<file path="src/rtl/tern_lut_pkg.sv">
package tern_lut_pkg;
    localparam int unsigned TLU_DATA_W = 64;
    localparam int unsigned TLU_IDX_W  = 3;
    localparam int unsigned TLU_TBL_W  = 1 << TLU_IDX_W;
    localparam int unsigned TLU_CR_W   = 4;

    localparam int unsigned CR_NEG  = 3;
    localparam int unsigned CR_POS  = 2;
    localparam int unsigned CR_ZERO = 1;
    localparam int unsigned CR_SO   = 0;

    typedef enum logic {
        ST_IDLE   = 1'b0,
        ST_RESULT = 1'b1
    } tlu_state_e;
endpackage

</file>
<file path="src/rtl/tern_lut_third_sel.sv">
module tern_lut_third_sel #(
    parameter int unsigned DATA_W = 64
) (
    input  logic              fuse,
    input  logic [DATA_W-1:0] old_dst,
    input  logic [DATA_W-1:0] copy_src,
    output logic [DATA_W-1:0] third
);
    always_comb begin
        third = fuse ? copy_src : old_dst;
    end
endmodule

</file>
<file path="src/rtl/tern_lut_bitfn.sv">
module tern_lut_bitfn #(
    parameter int unsigned DATA_W = 64,
    parameter int unsigned IDX_W  = 3
) (
    input  logic [DATA_W-1:0]      third,
    input  logic [DATA_W-1:0]      src_a,
    input  logic [DATA_W-1:0]      src_b,
    input  logic [(1<<IDX_W)-1:0]  table_bits,
    output logic [DATA_W-1:0]      value
);
    for (genvar g = 0; g < DATA_W; g++) begin : g_bit
        logic [IDX_W-1:0] sel;
        assign sel      = {third[g], src_a[g], src_b[g]};
        assign value[g] = table_bits[sel];
    end
endmodule

</file>
<file path="src/rtl/tern_lut_cond.sv">
module tern_lut_cond
    import tern_lut_pkg::*;
#(
    parameter int unsigned DATA_W = 64
) (
    input  logic [DATA_W-1:0]   value,
    input  logic                so,
    output logic [TLU_CR_W-1:0] cr
);
    logic is_neg;
    logic is_zero;

    always_comb begin
        is_neg          = value[DATA_W-1];
        is_zero         = (value == '0);
        cr              = '0;
        cr[CR_NEG]      = is_neg;
        cr[CR_ZERO]     = is_zero;
        cr[CR_POS]      = !is_neg && !is_zero;
        cr[CR_SO]       = so;
    end
endmodule

</file>
<file path="src/rtl/tern_lut_unit.sv">
module tern_lut_unit
    import tern_lut_pkg::*;
#(
    parameter int unsigned DATA_W = TLU_DATA_W,
    parameter int unsigned IDX_W  = TLU_IDX_W
) (
    input  logic                   clk,
    input  logic                   rst_n,
    input  logic                   op_valid,
    input  logic [DATA_W-1:0]      op_old_dst,
    input  logic [DATA_W-1:0]      op_src_a,
    input  logic [DATA_W-1:0]      op_src_b,
    input  logic [DATA_W-1:0]      op_copy_src,
    input  logic                   op_fuse,
    input  logic [(1<<IDX_W)-1:0]  op_table,
    input  logic                   op_record,
    input  logic                   op_so,
    output logic                   res_valid,
    output logic [DATA_W-1:0]      res_result,
    output logic [TLU_CR_W-1:0]    res_cr,
    output logic                   res_cr_valid
);
    localparam int unsigned TBL_W = 1 << IDX_W;

    tlu_state_e           state_q;
    tlu_state_e           state_d;
    logic [DATA_W-1:0]    third;
    logic [DATA_W-1:0]    value;
    logic [TLU_CR_W-1:0]  cr_raw;

    tern_lut_third_sel #(.DATA_W(DATA_W)) u_sel (
        .fuse     (op_fuse),
        .old_dst  (op_old_dst),
        .copy_src (op_copy_src),
        .third    (third)
    );

    tern_lut_bitfn #(.DATA_W(DATA_W), .IDX_W(IDX_W)) u_fn (
        .third      (third),
        .src_a      (op_src_a),
        .src_b      (op_src_b),
        .table_bits (op_table[TBL_W-1:0]),
        .value      (value)
    );

    tern_lut_cond #(.DATA_W(DATA_W)) u_cond (
        .value (value),
        .so    (op_so),
        .cr    (cr_raw)
    );

    always_comb begin
        state_d = state_q;
        unique case (state_q)
            ST_IDLE:   if (op_valid)  state_d = ST_RESULT;
            ST_RESULT: if (!op_valid) state_d = ST_IDLE;
        endcase
    end

    always_ff @(posedge clk or negedge rst_n) begin
        if (!rst_n) state_q <= ST_IDLE;
        else        state_q <= state_d;
    end

    always_ff @(posedge clk or negedge rst_n) begin
        if (!rst_n) begin
            res_result   <= '0;
            res_cr       <= '0;
            res_cr_valid <= 1'b0;
        end else if (op_valid) begin
            res_result   <= value;
            res_cr       <= op_record ? cr_raw : '0;
            res_cr_valid <= op_record;
        end
    end

    assign res_valid = (state_q == ST_RESULT);


    valid_follow_chk: assert property (@(posedge clk) disable iff (!rst_n)
        op_valid |=> res_valid);

    valid_idle_chk: assert property (@(posedge clk) disable iff (!rst_n)
        !op_valid |=> !res_valid);

    hold_result_chk: assert property (@(posedge clk) disable iff (!rst_n)
        !op_valid |=> $stable(res_result));

    no_record_chk: assert property (@(posedge clk) disable iff (!rst_n)
        (op_valid && !op_record) |=> (res_cr == '0 && !res_cr_valid));

    cr_onehot_chk: assert property (@(posedge clk) disable iff (!rst_n)
        res_cr_valid |-> ($countones(res_cr[CR_NEG:CR_ZERO]) == 1));

    cr_zero_match_chk: assert property (@(posedge clk) disable iff (!rst_n)
        res_cr_valid |-> (res_cr[CR_ZERO] == (res_result == '0)));

    cr_so_chk: assert property (@(posedge clk) disable iff (!rst_n)
        (op_valid && op_record) |=> (res_cr_valid && res_cr[CR_SO] == $past(op_so)));
endmodule

</file>
<file path="config.mk">
export PLATFORM = sky130hd
export DESIGN_NAME = tern_lut_unit
export DESIGN_NICKNAME = d
export VERILOG_FILES = /design/src/rtl/tern_lut_pkg.sv /design/src/rtl/tern_lut_third_sel.sv /design/src/rtl/tern_lut_bitfn.sv /design/src/rtl/tern_lut_cond.sv /design/src/rtl/tern_lut_unit.sv
export SDC_FILE = /design/constraint.sdc
export NUM_CORES = 1
export LEC_CHECK = 0
export BUFFER_PORTS_ARGS = -buffer_cell sky130_fd_sc_hd__clkbuf_2
export CELL_PAD_IN_SITES_DETAIL_PLACEMENT = 1
export CELL_PAD_IN_SITES_GLOBAL_PLACEMENT = 1
export CORE_MARGIN = 2
export CORE_UTILIZATION = 30
export CTS_BUF_LIST = sky130_fd_sc_hd__clkbuf_8
export DETAILED_ROUTE_END_ITERATION = 16
export GPL_ROUTABILITY_DRIVEN = 1
export PLACE_DENSITY_LB_ADDON = 0.1
export SLEW_MARGIN = 20
export SYNTH_ARGS = -nofsm -noshare
export SYNTH_HDL_FRONTEND = slang
export SYNTH_SLANG_ARGS = --single-unit
</file>
<file path="constraint.sdc">
create_clock -name clk -period 1.74 [get_ports clk]
set_clock_uncertainty 0.05 [all_clocks]
set_input_delay 0.174 -clock clk [delete_from_list [all_inputs] [get_ports clk]]
set_output_delay 0.174 -clock clk [all_outputs]
set_load 0.03 [all_outputs]
</file>
==> results.toml <==
[logic_synthesis]
syn-num-nets = 833
ys_ff_latch = 70
ys_seq_area_share_pct = 24.17
synthMuxAreaShare_pct = 59.01
synth_top_family_by_area = "multiplexers"
ys_warn_count = 0
synthXorXnorAreaFrac_pct = 0
post_synth_and_or_nand_nor_area_fraction_pct = 5.421
yosysUniqueCellTypes = 21
synth_top_area_share_pct = 30.46
syn_avg_cell_area_um2 = 12.87
synthAdderAreaFrac_pct = 0
synthCells = 563
synth_top_area_cell = "mux4_2"
synth.area.top_cells = "mux4_2 (30%), dfrtp_1 (24%), mux2i_1 (18%)"
synth_compound_area_share_pct = 4.869
synth_area_mm2 = 0.007247

[setup_path]
arrival_ns = 2.18
worst_path_max_delay_cell = "mux4_2"
required_ns = 1.96
cp_max_fo = 8
worstSetupPathType = "in2reg"
cpMostUsedCell = "nand4_1"
crit_chain = "clkbuf_16, buf_12, mux4_2, mux2i_2, buf_4, nand4_1, nor4_2, nand4_1, a41o_1"
r2r-start = "res_cr[2]"
r2r-end = "res_cr[2]"
reg2reg_setup_slack_ns = 0.81
crit_path_end_kind = "register"
critical_path.max_stage_delay_ns = 0.48
ff2ff_path_depth = 2
worst_setup_path_start_kind = "input pin"

[global_route]
grt_start_max_net_pins = 65
grt_pass1_vias = 7833
antenna_found_initial = 1
grt_pass1_wl_um = 49560
grt_usage_pct = 26.15
grt_overflow_total = 0

[routing]
wl_per_cell_um = 28.45
drc_errors = 0
drtAntennaViolNets = 0
drt_iter0_drc = 483
firstDrtPassIters = 5
vias = 7218
wl_um = 35940
post_drt_via_cell_ratio = 5.715

[run_status]
status = "complete, but fails checks"
violations = "negative setup slack"

[placement]
io_buffers = 339
hpwl_um = 22170
routabilityCongestion = 0.8160
place_worst_setup_slack_ns = -0.8560

[power_and_ir_drop]
power.density_mw_per_mm2 = 627.9
max-vdd-ir-drop_v = 0.0002918
p_leak_nw = 5.003

[sta]
tightest_slew_ns = 0.4595
rsz0062_at_grt = "yes"
relSlewSlack_pct = 69.37
hold_violations = 0
finalCritPeriodShare_pct = 112.4
max_freq_mhz = 511.1
setup_ws_ns = -0.2166
finalMaxSlewViolations = 0
hold_ws_ns = 0.01637
setup_viol = 2
period_minus_slack_ns = 1.957

[cts]
clock_path_buffers = 2
cts_buffers = 9
htreeDepth = 3
path_clk_slew_ns = 0.08
tritoncts = "yes"
cts_root_buf = "clkbuf_8"
clkSinkCount = 70
clock_latency_ns = 0.37

[final_layout]
fillers = 2567
diodes = 0
post_route_cells_drive_above_1_share_pct = 64.62
syn_to_final_growth_pct = 53.00
nets = 1210

[floorplanning]
core_area_mm2 = 0.02361
die_x_um = 159.4
placementRows = 56
ios = 340
die_y_um = 159.4
die_area_mm2 = 0.02542
start_util_pct = 30.69

[min_path]
hold_path_depth = 3
worstHoldStart = "op_so"
hold_end = "res_cr[0]"
hold_path.class = "in2reg"

[flow_run]
cap_violations = 0
[where the power goes]
part	leakage (nW)	switching [mW]	internal, mW
clock network	0.0993	0.688	0.684
logic	4.11	1.88	1.70
registers	0.790	0.159	1.85
total	5.00	2.73	4.23
[per-stage QoR]
stage	std cells	util [%]	TNS (ns)	area, um^2	power [mW]
CTS	1250	45.40	-0.3672	10720	6.832
global route	1263	46.96	-0.5117	11090	7.280
detailed placement	1210	40.50	-1.601	9564	5.018
global placement	1210	40.50	-1.552	9564	4.951
floorplan	563	-	-0.2699	7273	3.703
finish	1263	46.96	-0.3468	11090	6.962
[critical path, delay by kind of cell]
| family | cells | cell delay (ns) |
|---|---|---|
| AO/OA/AOI/OAI | 1 | 0.20 |
| buffers and inverters | 3 | 0.47 |
| multiplexers | 2 | 0.71 |
| AND/OR/NAND/NOR | 3 | 0.61 |
[Yosys cell counts]
master,number
a21oi_1,64
a41o_1,1
buf_2,32
buf_4,1
buf_6,17
clkbuf_1,25
clkbuf_2,1
dfrtp_1,70
inv_1,4
mux2i_1,128
mux4_1,30
mux4_2,98
nand2_1,1
nand3_1,1
nand4_1,17
nor2_1,64
nor2b_1,1
nor4_1,3
nor4_2,1
o21ai_0,2
o22ai_1,2
[sequential cells by signal, indices dropped and copies added, names as in the netlist]
| signal | count |
|---|---|
| res_cr | 4 |
| res_cr_valid | 1 |
| res_result | 64 |
| res_valid | 1 |
[what timing repair did]
action / CTS / global route
pin swaps: 12 / 7
resized for setup: 91 / 38
hold buffers: 1 / 0
endpoints found under the hold margin: 30 / 0
setup buffers: 8 / 4
setup endpoints to repair: 2 / 2
gates cloned: 17 / 9
[cell type report]
class                           count  area, um^2  share of cell area [%]
Clock buffer                       10       137.6                   1.241
Clock inverter                      5       51.30                  0.4627
Inverter                            4       15.01                  0.1354
Multi-Input combinational cell    413        5378                   48.50
Sequential cell                    70        1752                   15.80
Tap cell                          319       399.1                   3.600
Timing Repair Buffer              442        3356                   30.26
[per-layer routing]
layer | track usage, % | part of all wire [%] | vias to the layer above
met4 | 9.008 | 2.9 | 2
met5 | 0 | 0.036 | -
met3 | 4.949 | 8.1 | 69
met2 | 45.47 | 50 | 422
li1 | - | - | 3048
met1 | 32.65 | 39 | 3677
[logic make-up (layout without fill, tap and decap cells)]
logic type	Yosys count	in the layout
mux	256	256
compound gates	69	69
buf+inv	80	461
simple gates	88	88
flops	70	70
[how the worst max path moves through the flow]
stage	start	to	slack, ns	cells past startpoint
after global routing	op_table[7]	res_cr[2]	-0.29	9
after global placement	op_table[2]	res_cr[2]	-0.85	9
final	op_table[7]	res_cr[2]	-0.22	9
after detailed placement	op_table[7]	res_cr[2]	-0.86	9
after floorplan	op_table[2]	res_cr[2]	-0.21	8
after CTS	op_table[7]	res_cr[2]	-0.22	9
[layout by cell type, fill, tap and decap left out, drive strengths merged]
cell type / Yosys / final
clkinv: 0 / 2
a21oi: 64 / 64
mux4: 128 / 128
nand4: 17 / 17
a41o: 1 / 1
buf: 50 / 99
dlygate4sd3: 0 / 1
bufbuf: 0 / 1
inv: 4 / 5
dfrtp: 70 / 70
nand2: 1 / 1
nor2b: 1 / 1
o22ai: 2 / 2
nor4: 4 / 4
mux2i: 128 / 128
clkbuf: 26 / 351
o21ai: 2 / 2
nand3: 1 / 1
nor2: 64 / 64
clkinvlp: 0 / 1
bufinv: 0 / 1
No activity file was read; power rests on OpenSTA's default activity.
